--- src/rtl/tw_regport.sv ---
module tw_regport #(
  parameter int WORD_W = 32,
  parameter int ADDR_W = 4,
  parameter int RB_W = 16,
  parameter int RB_REG = 7,
  parameter int RB_BIT = 8,
  parameter int SEL_LSB = 4,
  parameter logic [RB_W-5:0] PROD_CODE = 'h210,
  parameter logic [3:0] REV_CODE = 4'h4
) (
  input  logic clk,
  input  logic rst_n,
  input  logic ce,
  input  logic sclk,
  input  logic sdata,
  input  logic sle,
  input  logic [RB_W-1:0] afc_val,
  input  logic [6:0] rssi_lvl,
  input  logic [1:0] filt_gain,
  input  logic [1:0] lna_gain,
  input  logic [6:0] batt_val,
  input  logic [6:0] adc_val,
  input  logic [6:0] temp_val,
  input  logic [7:0] fcal_val,
  output logic [(2**ADDR_W)*WORD_W-1:0] regs_flat,
  output logic rb_do,
  output logic rb_oe
);
  localparam int NREG = 2**ADDR_W;
  localparam int SEL_W = 3;
  localparam int RB_LEN = RB_W + 2;
  localparam int CNT_W = $clog2(RB_LEN + 1);

  logic sclk_q, sle_q;
  logic [WORD_W-1:0] sh;
  logic [WORD_W-1:0] regs [NREG];
  logic [RB_W-1:0] rb_sh, rb_word;
  logic [CNT_W-1:0] cnt;
  logic rb_act, oe_q, do_q;

  wire clk_rise = ce & sclk & ~sclk_q;
  wire le_rise  = ce & sle & ~sle_q;
  wire start    = le_rise && (sh[ADDR_W-1:0] == ADDR_W'(RB_REG)) && sh[RB_BIT];
  wire [SEL_W-1:0] sel = sh[SEL_LSB +: SEL_W];

  always_comb begin
    case (sel)
      3'd0: rb_word = afc_val;
      3'd1: rb_word = {{(RB_W-11){1'b0}}, lna_gain, filt_gain, rssi_lvl};
      3'd2: rb_word = {{(RB_W-7){1'b0}}, batt_val};
      3'd3: rb_word = {{(RB_W-7){1'b0}}, adc_val};
      3'd4: rb_word = {{(RB_W-7){1'b0}}, temp_val};
      3'd5: rb_word = {PROD_CODE, REV_CODE};
      3'd6: rb_word = {{(RB_W-8){1'b0}}, fcal_val};
      default: rb_word = '0;
    endcase
  end

  always_ff @(posedge clk or negedge rst_n) begin
    if (!rst_n) begin
      sclk_q <= 1'b0;
      sle_q  <= 1'b0;
      sh     <= '0;
    end else begin
      sclk_q <= sclk;
      sle_q  <= sle;
      if (clk_rise) sh <= {sh[WORD_W-2:0], sdata};
    end
  end

  always_ff @(posedge clk or negedge rst_n) begin
    if (!rst_n) begin
      for (int i = 0; i < NREG; i++) regs[i] <= '0;
    end else if (le_rise) begin
      regs[sh[ADDR_W-1:0]] <= sh;
    end
  end

  for (genvar g = 0; g < NREG; g++) begin : g_flat
    assign regs_flat[g*WORD_W +: WORD_W] = regs[g];
  end

  always_ff @(posedge clk or negedge rst_n) begin
    if (!rst_n) begin
      rb_act <= 1'b0;
      oe_q   <= 1'b0;
      do_q   <= 1'b0;
      cnt    <= '0;
      rb_sh  <= '0;
    end else if (start) begin
      rb_act <= 1'b1;
      oe_q   <= 1'b0;
      do_q   <= 1'b0;
      cnt    <= '0;
      rb_sh  <= rb_word;
    end else if (!ce || !sle) begin
      rb_act <= 1'b0;
      oe_q   <= 1'b0;
    end else if (rb_act && clk_rise) begin
      cnt <= cnt + 1'b1;
      if (cnt == '0) begin
        oe_q <= 1'b1;
        do_q <= 1'b0;
      end else if (cnt <= CNT_W'(RB_W)) begin
        do_q  <= rb_sh[RB_W-1];
        rb_sh <= rb_sh << 1;
      end else begin
        oe_q   <= 1'b0;
        rb_act <= 1'b0;
      end
    end
  end

  assign rb_oe = oe_q & sle & ce;
  assign rb_do = do_q & rb_oe;
endmodule

--- config.mk ---
export PLATFORM = sky130hd
export DESIGN_NAME = tw_regport
export DESIGN_NICKNAME = d
export VERILOG_FILES = /design/src/rtl/tw_regport.sv
export SDC_FILE = /design/constraint.sdc
export NUM_CORES = 1
export LEC_CHECK = 0
export ABC_CLOCK_PERIOD_IN_PS = 2000
export BUFFER_PORTS_ARGS = -buffer_cell sky130_fd_sc_hd__buf_2
export CAP_MARGIN = 0
export CORE_AREA = 2 2 223 225
export DETAILED_ROUTE_END_ITERATION = 10
export DIE_AREA = 0 0 225 227
export GPL_ROUTABILITY_DRIVEN = 0
export PLACE_DENSITY = 0.71
export SYNTH_ARGS = -nofsm -noshare
export SYNTH_HDL_FRONTEND = slang
export SYNTH_SLANG_ARGS = --single-unit
--- constraint.sdc ---
create_clock -name clk -period 2 [get_ports clk]
set_clock_uncertainty 0.2 [all_clocks]
set_input_delay 0.1 -clock clk [delete_from_list [all_inputs] [get_ports clk]]
set_output_delay 0.1 -clock clk [all_outputs]
set_load 0.01 [all_outputs]
==> results.sh, run 1 <==
export IMPL_hold_viol_final=0
export IMPL_worstPathMaxFanout=6
export IMPL_power_density_nw_per_um2=947
export IMPL_syn_area_sq_um=21700
export IMPL_min_delay_path_class="in2reg"
export IMPL_synth_distinct_cells=51
export IMPL_synth_top_area_cell="dfrtp_1"
export IMPL_core_sq_um=48500
export IMPL_dieArea_sq_um=51100
export IMPL_yosysTopAreaCellShare_pct=65.6
export IMPL_synth_seq_area_share_pct=65.6
export IMPL_synthCells=1411
export IMPL_syn_to_final_growth_pct=42.0
export IMPL_nets=2235
export IMPL_hold_start="sle"
export IMPL_tightest_slew_ns=1.04
export IMPL_cts_num_sinks=570
export IMPL_drtIter0Drc=938
export IMPL_setup_ws_ns=-0.155
export IMPL_synth_edf_count=0
export IMPL_totalNegativeSetupSlack_ns=-19.47
export IMPL_fmax_mhz=464
export IMPL_cp_top_family="simple AND/OR/NAND/NOR gates"
export IMPL_worstPathCellList="or4_4 -> nor3_4 -> buf_4 -> clkbuf_16 -> mux2_4"
export IMPL_reg2reg_from="sle_q"
export IMPL_max_slew_margin_pct=30.8
export IMPL_drive_gt1_share_pct=62.1
export IMPL_cp_startpoint="sle_q"
export IMPL_synthArstFlopShare_pct=100
export IMPL_drc=0
export IMPL_synth_common_cells="dfrtp_1 (570), mux2_2 (464), clkbuf_1 (50), nand2_1 (26), nor2b_1 (26)"
export IMPL_routed_wl_mm=73.1
export IMPL_violations="setup timing"
export IMPL_dp_hpwl_mm=44.4
export IMPL_ir_worst_vdd_v=0.000718
export IMPL_max_stage_delay_ns=0.58
export IMPL_track_usage_pct=26.8
export IMPL_grt_pass1_wl_mm=103
export IMPL_synth_warnings=0
export IMPL_synth_most_common_cell="dfrtp_1"
export IMPL_cts_tree="built"
export IMPL_p_leak_nw=16.9
export IMPL_slew_viol_final=0
export IMPL_clock_path_buffers=3
export IMPL_pre_cts_ws_ns=-0.247
export IMPL_initial_core_util_pct=44.8
export IMPL_period_share_pct=108
export IMPL_synth_seq_cells=570
export IMPL_synth_top_flop_cell="dfrtp_1"
export IMPL_cp_buffers_inverters=2
export IMPL_ios=576
export IMPL_crit_path_end_kind="register"
export IMPL_worst_setup_path_type="reg2reg"
export IMPL_clock_latency_ns=0.63
export IMPL_syn_area_per_cell_sq_um=15.4
export IMPL_cts_root_buffer="clkbuf_16"
export IMPL_layout_min_cycle_time_ns=2.16
export IMPL_grt_setup_unrepaired="yes"
export IMPL_portBuffers=575
export IMPL_antenna_found_initial=0
export IMPL_start_kind="register"
export IMPL_firstDrtPassIters=5
export IMPL_viasPerCell=5.38
export IMPL_via_count=15200
export IMPL_h_tree_depth=2
export IMPL_die_width_um=225
export IMPL_postRouteAntennaNets=0
export IMPL_num_antenna_cells=0
export IMPL_cts_clk_slew_worst_paths_ns=0.06
export IMPL_chipHeight_um=227
export IMPL_crit_arrival_ns=2.45
export IMPL_syn_nets=1477
export IMPL_grt_max_degree=85
export IMPL_grt_pass1_vias=16200
export IMPL_gr_total_overflow=0
export IMPL_fp_row_count=81
export IMPL_wl_per_cell_um=25.8
export IMPL_drv_cap=0
export IMPL_cp_required_ns=2.30
export IMPL_status="finished, violations left"
export IMPL_synth_area_top_cells="dfrtp_1 (66%), mux2_2 (24%), clkbuf_1 (0.86%), mux2_1 (0.78%), nor2b_1 (0.75%)"
export IMPL_numCtsBuffers=57
export IMPL_slowest_stage="or4_4"
export IMPL_setup_viol=302
-- path summary, 6_finish.rpt --
path                                  end  slack, ns  cells past startpoint
max                        regs_flat[268]      -0.16                      5
min                                 sle_q       0.09                      3
max reg2reg                regs_flat[268]      -0.16                      5
min reg2reg                regs_flat[416]       0.26                      1
max in group asynchronous  regs_flat[408]       0.64                      4
min in group asynchronous  regs_flat[344]       0.49                      4
-- layout make-up --
class / instances / area (sq um)
clock buffers: 75 / 1600
multi-input cells: 734 / 8070
clock inverters: 28 / 398
fillers: 3519 / 17700
flip-flops and latches: 570 / 14300
inverters: 8 / 30.0
repair buffers: 798 / 5720
well taps: 622 / 778
-- power breakdown --
group          leakage [nW]  switching [mW]  internal [mW]
clock                 0.992            4.65           6.71
combinational          8.03            2.27           2.12
sequential             7.88            1.04           12.4
total                  16.9            7.95           21.3
-- metrics by stage --
stage | hold WS (ns) | std cells | total power, mW | instance area [sq um] | utilization [%]
final | 0.0877 | 2835 | 29.2 | 30900 | 63.6
after global routing | 0.106 | 2835 | 30.3 | 30900 | 63.6
after CTS | 0.0454 | 2800 | 29.1 | 29700 | 61.3
after detailed placement | -0.182 | 2600 | 17.4 | 26300 | 54.1
after global placement | -0.180 | 2600 | 17.3 | 26300 | 54.1
after floorplan | -0.396 | 1411 | 15.2 | 21900 | -
-- tightest hold or removal path, delay by kind of cell --
kind,cells,cell delay [ns]
buffers and inverters,3,0.76
-- routing by layer --
| layer | vias up | share of wire [%] | wire [um] | GRT usage (%) |
|---|---|---|---|---|
| met2 | 584 | 50 | 36600 | 45.5 |
| met4 | 0 | 3.4 | 2480 | 10.0 |
| met3 | 139 | 5.9 | 4330 | 5.43 |
| met1 | 8079 | 41 | 29700 | 34.3 |
| met5 | - | 0 | 0 | 0 |
| li1 | 6446 | - | - | - |
-- sequential cells by signal, summed over array words and instances, names as in the netlist --
signal / flops
do_q: 1
sclk_q: 1
cnt: 5
rb_sh: 16
oe_q: 1
sle_q: 1
sh: 32
regs_flat: 512
rb_act: 1
-- cell families after synthesis --
kind of cell	after synthesis	share of synthesized area (%)
DFF	570	65.6
xor gates and xnor gates	4	0.161
adders and majority gates	4	0.230
and+or+nand+nor	179	4.74
AOI/OAI and AO/OA	52	1.46
buffers and inverters	108	2.11
muxes	494	25.7
-- placed cells by master (no fill, tap or decap), drive strengths merged, types with 2 or more instances in the layout --
| cell type | Yosys | final |
|---|---|---|
| or2 | 15 | 15 |
| a211o | 2 | 2 |
| buf | 50 | 719 |
| nor2 | 21 | 21 |
| nor3 | 16 | 16 |
| inv | 8 | 12 |
| dfrtp | 570 | 570 |
| mux4 | 3 | 3 |
| nand3 | 18 | 18 |
| clkinv | 0 | 14 |
| or3b | 2 | 2 |
| bufinv | 0 | 8 |
| nand2 | 26 | 27 |
| mux2 | 479 | 479 |
| clkinvlp | 0 | 2 |
| or4 | 2 | 2 |
| mux2i | 12 | 12 |
| nor3b | 4 | 4 |
| o22ai | 2 | 2 |
| dlygate4sd3 | 0 | 63 |
| nor2b | 26 | 26 |
| and2 | 14 | 14 |
| nand2b | 22 | 22 |
| nor4 | 3 | 3 |
| o211a | 2 | 2 |
| and3 | 4 | 4 |
| xnor2 | 3 | 3 |
| a21oi | 17 | 17 |
| clkbuf | 50 | 91 |
| o21ai | 13 | 13 |
| ha | 4 | 4 |
| a31oi | 8 | 8 |
-- what timing repair did --
item	CTS	global route
endpoints found under the hold margin	603	0
gates cloned	9	19
pin swaps	9	7
hold buffers	64	0
setup endpoints to repair	273	475
resized for setup	118	156
setup buffers	25	22
No activity file was read; power rests on OpenSTA's default activity.
==> run 2: changes to the inputs <==
==> constraint.sdc (replaced) <==
create_clock -name clk -period 2 [get_ports clk]
set_clock_uncertainty 0.2 [all_clocks]
set_input_delay 0.2 -clock clk [delete_from_list [all_inputs] [get_ports clk]]
set_output_delay 0.2 -clock clk [all_outputs]
set_load 0.01 [all_outputs]
==> run 2 against run 1 <==
The flow still finishes with violations (setup timing); clock power about the same; count of clock-buffer cells in the layout up 8; sequential cell count unchanged; critical endpoint is now regs_flat[265]; largest power group unchanged.
==> results.sh, run 2 (synthesis gave the netlist of run 1 again) <==
export IMPL_setup_viol=307
export IMPL_ios=576
export IMPL_start_kind="register"
export IMPL_power_density_nw_per_um2=939
export IMPL_slew_viol_final=0
export IMPL_layout_min_cycle_time_ns=2.19
export IMPL_track_usage_pct=26.6
export IMPL_antenna_found_initial=2
export IMPL_viasPerCell=5.39
export IMPL_layout_commonest_cell="buf_2"
export IMPL_fillers=3494
export IMPL_busiest_layer="met2"
export IMPL_dp_cells=2614
export IMPL_syn_to_final_growth_pct=42.7
export IMPL_num_antenna_cells=0
export IMPL_grt_util_met1_pct=33.4
export IMPL_cts_clk_slew_worst_paths_ns=0.06
export IMPL_tightest_slew_ns=1.08
export IMPL_drc=0
export IMPL_holdPathStages=5
export IMPL_holdWs_ns=0.0493
export IMPL_r2r_end="regs_flat[265]"
export IMPL_drtIter0Drc=855
export IMPL_min_to="rb_sh[3]"
export IMPL_wl_per_cell_um=26.4
export IMPL_final_cell_mix="buf_2 (574), dfrtp_1 (567), mux2_2 (256)"
export IMPL_nets=2230
export IMPL_grt_pass1_vias=16000
export IMPL_cts_tree="built"
export IMPL_hold_viol_final=0
export IMPL_use_met3_pct=5.73
export IMPL_grt_pass1_wl_mm=101
export IMPL_fmax_mhz=456
export IMPL_postRouteAntennaNets=0
export IMPL_h_tree_depth=2
export IMPL_period_share_pct=110
export IMPL_portBuffers=575
export IMPL_cp_startpoint="sle_q"
export IMPL_routed_wl_mm=74.8
export IMPL_worstPathMaxFanout=14
export IMPL_setup_ws_ns=-0.191
export IMPL_via_count=15300
export IMPL_p_leak_nw=17.0
export IMPL_final_cells=2834
export IMPL_min_delay_path_class="in2reg"
export IMPL_dp_hpwl_mm=44.7
export IMPL_largest_reg_flops=512
export IMPL_reg2reg_from="sle_q"
export IMPL_drive_gt1_share_pct=62.7
export IMPL_clock_path_buffers=3
export IMPL_die_width_um=225
export IMPL_grt_setup_unrepaired="yes"
export IMPL_cts_root_buffer="clkbuf_16"
export IMPL_crit_arrival_ns=2.48
export IMPL_status="finished, violations left"
export IMPL_hold_start="rssi_lvl[3]"
export IMPL_totalNegativeSetupSlack_ns=-20.79
export IMPL_numCtsBuffers=58
export IMPL_core_sq_um=48500
export IMPL_dieArea_sq_um=51100
export IMPL_initial_core_util_pct=44.8
export IMPL_firstDrtPassIters=4
export IMPL_violations="setup timing"
export IMPL_fp_row_count=81
export IMPL_cp_required_ns=2.29
export IMPL_cts_num_sinks=570
export IMPL_met2_usage_pct=45.1
export IMPL_gr_total_overflow=0
export IMPL_total_power_mw=29.1
export IMPL_clock_latency_ns=0.61
export IMPL_grt_max_degree=93
export IMPL_crit_path_end_kind="register"
export IMPL_drv_cap=0
export IMPL_ir_worst_vdd_v=0.000795
export IMPL_pre_cts_ws_ns=-0.330
export IMPL_max_slew_margin_pct=28.2
export IMPL_chipHeight_um=227
export IMPL_worst_setup_path_type="reg2reg"
export IMPL_r2r_slack_ns=-0.19
export IMPL_reg2regPathDepth=5
[run 2: worst max path at each step]
stage,slack [ns],cells after the start,endpoint
floorplan,-0.13,8,rb_sh[8]
global placement,-0.23,6,regs_flat[260]
detailed placement,-0.33,7,rb_sh[11]
CTS,-0.15,5,regs_flat[260]
global route,-0.23,5,regs_flat[265]
finish,-0.19,5,regs_flat[265]
[run 2: final cells by class]
cell class	count	area, sq um	share of cell area [%]
clock buffers	83	1670	5.37
clock inverters	25	307	0.988
inverters	8	32.5	0.105
multi-input cells	734	8100	26.1
flip-flops and latches	570	14300	46.0
well taps	622	778	2.51
repair buffers	792	5860	18.9
[run 2: power breakdown]
group / switching [mW] / internal, mW
sequential: 0.965 / 12.4
combinational: 2.36 / 2.19
clock: 4.61 / 6.57
[run 2: repair_timing]
action | 4_1_cts | 5_1_grt
gates resized for setup | 96 | 197
setup buffers | 21 | 16
pin swaps | 11 | 12
cloned | 15 | 19
hold endpoints to repair | 595 | 0
hold buffers | 46 | 0
setup endpoints to repair | 318 | 389
[run 2: worst max-delay path: stages (launching register included)]
cell and delay, ns:
dfrtp_1 0.41, or4_4 0.59, nor3_4 0.20, buf_12 0.17
buf_16 0.18, mux2_4 0.32
[run 2: metal layers]
layer,vias to the layer above,wire length [um]
met1,8133,30900
met3,143,4170
met4,0,2680
li1,6431,-
met5,-,0
met2,565,37000
[run 2: per-stage QoR]
step	area [sq um]	utilization (%)
2_1_floorplan	21900	-
3_3_place_gp	26400	54.3
3_5_place_dp	26400	54.3
4_1_cts	29700	61.2
5_1_grt	31000	63.9
6_report	31000	63.9
==> run 3: changes to the inputs <==
ABC_AREA = 1   (was not set)
CORE_AREA = 2 2 222 224   (was 2 2 223 225)
DIE_AREA = 0 0 224 226   (was 0 0 225 227)
PLACE_DENSITY = 0.7   (was 0.71)
==> run 3 against run 2 <==
The flow now finishes without violations; largest power group unchanged; via count is 16% higher; critical path depth is 4 higher; routed wire length is 7.3% lower; sequential power hardly changed.
==> results.sh, run 3 <==
export IMPL_viasPerCell=5.21
export IMPL_cp_buffers_inverters=2
export IMPL_cpMostUsedCell="nand2_1"
export IMPL_swShare_pct=27.4
export IMPL_final_cell_mix="buf_2 (574), nand2_1 (573), dfrtp_1 (568)"
export IMPL_cts_num_sinks=570
export IMPL_fillers=4098
export IMPL_start_kind="register"
export IMPL_slowest_stage="dfrtp_1"
export IMPL_ios=576
export IMPL_tightest_slew_ns=0.799
export IMPL_fmax_mhz=522
export IMPL_h_tree_depth=2
export IMPL_syn_to_final_growth_pct=32.2
export IMPL_comb_power_share_pct=15.0
export IMPL_yosysTopAreaCellShare_pct=67.5
export IMPL_dieArea_sq_um=50600
export IMPL_clock_path_buffers=3
export IMPL_max_slew_margin_pct=46.7
export IMPL_drc=0
export IMPL_drv_cap=0
export IMPL_synthArstFlopShare_pct=100
export IMPL_track_usage_pct=27.0
export IMPL_clock_latency_ns=0.61
export IMPL_synth_area_top_cells="dfrtp_1 (68%), nand2_1 (10%), o21ai_0 (6.6%), o21ai_1 (4.5%), inv_1 (1.6%)"
export IMPL_cp_required_ns=2.34
export IMPL_crit_arrival_ns=2.25
export IMPL_setup_viol=0
export IMPL_hold_start="adc_val[2]"
export IMPL_worstPathCellList="nor2_8 -> buf_4 -> nand3_4 -> nand2_1 -> nand2_2 -> nor2_4 -> buf_6 -> o21ai_0 -> nand2_1"
export IMPL_power_density_nw_per_um2=1020
export IMPL_cp_startpoint="sle_q"
export IMPL_final_area_sq_um=27900
export IMPL_synth_seq_cells=570
export IMPL_status="completed"
export IMPL_synth_top_area_cell="dfrtp_1"
export IMPL_placed_cell_area_sq_um=25300
export IMPL_synth_edf_count=0
export IMPL_slew_viol_final=0
export IMPL_synthCells=2092
export IMPL_drive_gt1_share_pct=30.5
export IMPL_grt_max_degree=93
export IMPL_p_leak_nw=14.7
export IMPL_cts_tree="built"
export IMPL_synth_common_cells="nand2_1 (576), dfrtp_1 (570), o21ai_0 (279), o21ai_1 (190), inv_1 (92)"
export IMPL_synth_most_common_cell="nand2_1"
export IMPL_reg2reg_from="sle_q"
export IMPL_core_sq_um=48300
export IMPL_grt_pass1_vias=17700
export IMPL_nets=2810
export IMPL_syn_area_sq_um=21100
export IMPL_grt_pass1_wl_mm=105
export IMPL_min_delay_path_class="in2reg"
export IMPL_initial_core_util_pct=43.7
export IMPL_ir_worst_vdd_v=0.000840
export IMPL_period_share_pct=95.7
export IMPL_clkPwrFrac_pct=38.7
export IMPL_antenna_found_initial=0
export IMPL_largest_reg_flops=512
export IMPL_num_antenna_cells=0
export IMPL_portBuffers=575
export IMPL_worst_setup_path_type="reg2reg"
export IMPL_synth_top_flop_cell="dfrtp_1"
export IMPL_cp_top_family="simple AND/OR/NAND/NOR gates"
export IMPL_hold_viol_final=0
export IMPL_internal_power_mw=20.6
export IMPL_max_stage_delay_ns=0.43
export IMPL_synth_seq_area_share_pct=67.5
export IMPL_via_count=17800
export IMPL_synth_warnings=0
export IMPL_crit_path_end_kind="register"
export IMPL_drtIter0Drc=1349
export IMPL_seqPwrFrac_pct=46.3
export IMPL_chipHeight_um=226
export IMPL_power_switching_mw=7.78
export IMPL_routed_wl_mm=69.3
export IMPL_syn_area_per_cell_sq_um=10.1
export IMPL_dp_hpwl_mm=47.0
export IMPL_die_width_um=224
export IMPL_numCtsBuffers=57
export IMPL_syn_nets=2158
export IMPL_cts_root_buffer="clkbuf_16"
export IMPL_fp_row_count=81
export IMPL_holdWs_ns=0.0258
export IMPL_cts_clk_slew_worst_paths_ns=0.07
export IMPL_layout_min_cycle_time_ns=1.91
export IMPL_postRouteAntennaNets=0
export IMPL_worstPathMaxFanout=10
export IMPL_wl_per_cell_um=20.3
export IMPL_firstDrtPassIters=5
export IMPL_synth_distinct_cells=36
export IMPL_utilization_pct=57.8
export IMPL_layout_commonest_cell="buf_2"
export IMPL_gr_total_overflow=0
## run 3: changes by cell type after synthesis, sizes merged, moves of 18 or more
cell    delta
inv       +98
nand3     +18
nand2b    -22
mux2     -478
clkbuf    +21
nand2    +553
o21ai    +456
nor2      +66
buf       +27
nor2b     -26
## run 3: worst register-to-register path, stage by stage, from the launching register on
cell,delay [ns]
dfrtp_1,0.43
nor2_8,0.23
buf_4,0.16
nand3_4,0.13
nand2_1,0.13
nand2_2,0.09
nor2_4,0.18
buf_6,0.16
o21ai_0,0.09
nand2_1,0.07
## run 3: cell type report
type	count	area (sq um)	area share (%)
inverter	107	412	1.47
clock buffer	80	1610	5.77
tap	622	778	2.79
sequential	570	14300	51.1
multi-input combinational	1267	5830	20.9
timing repair buffer	741	4720	16.9
clock inverter	25	313	1.12
## run 3: final timing paths
path                             endpoint  slack, ns  depth (start not counted)
setup / recovery                 rb_sh[8]       0.09                          9
hold / removal                   rb_sh[2]       0.03                          9
setup reg to reg                 rb_sh[8]       0.09                          9
hold reg to reg            regs_flat[323]       0.26                          1
max in group asynchronous  regs_flat[272]       1.04                          3
min in group asynchronous  regs_flat[419]       0.06                          3
## run 3: kinds of logic after synthesis
kind of cell / count (synthesis) / synth area share, %
and+or+nand+nor: 752 / 14.8
AOI/OAI and AO/OA: 507 / 12.1
buffers and inverters: 255 / 5.15
xor gates and xnor gates: 3 / 0.124
muxes: 1 / 0.0533
adders and majority gates: 4 / 0.237
DFF: 570 / 67.5
## run 3: per-stage QoR
stage                     setup WS [ns]  std cells  TNS (ns)  power, mW
final                            0.0854       3412         0       28.4
after global routing            -0.0267       3412   -0.0620       29.5
after CTS                       0.00450       3406         0       28.5
after detailed placement       -0.00191       3239  -0.00191       17.4
after global placement           0.0813       3239         0       17.3
after floorplan                   0.159       2092         0       15.1
## run 3: power groups by stage
stage               Sequential [mW]  Clock (mW)  Combinational (mW)
finish                         13.1        11.0                4.25
CTS                            13.1        11.2                4.23
global placement               13.3           0                4.02
detailed placement             13.3           0                4.11
global route                   13.2        11.6                4.63
floorplan                      13.7           0                1.43
## run 3: timing repair
item                                   CTS  global route
resized for setup                        0            23
endpoints found under the hold margin  596             0
pin swaps                                1             5
setup endpoints to repair                3            38
hold buffers                            62             0
cloned                                   0             0
setup buffers                            0             6
## run 3: layer usage
metal	global-route usage, %	routed length, um	vias up
met1	33.3	27100	8640
met4	13.9	3720	0
met2	44.6	33700	830
met3	6.39	4820	256
met5	0	0	-
li1	-	-	8051
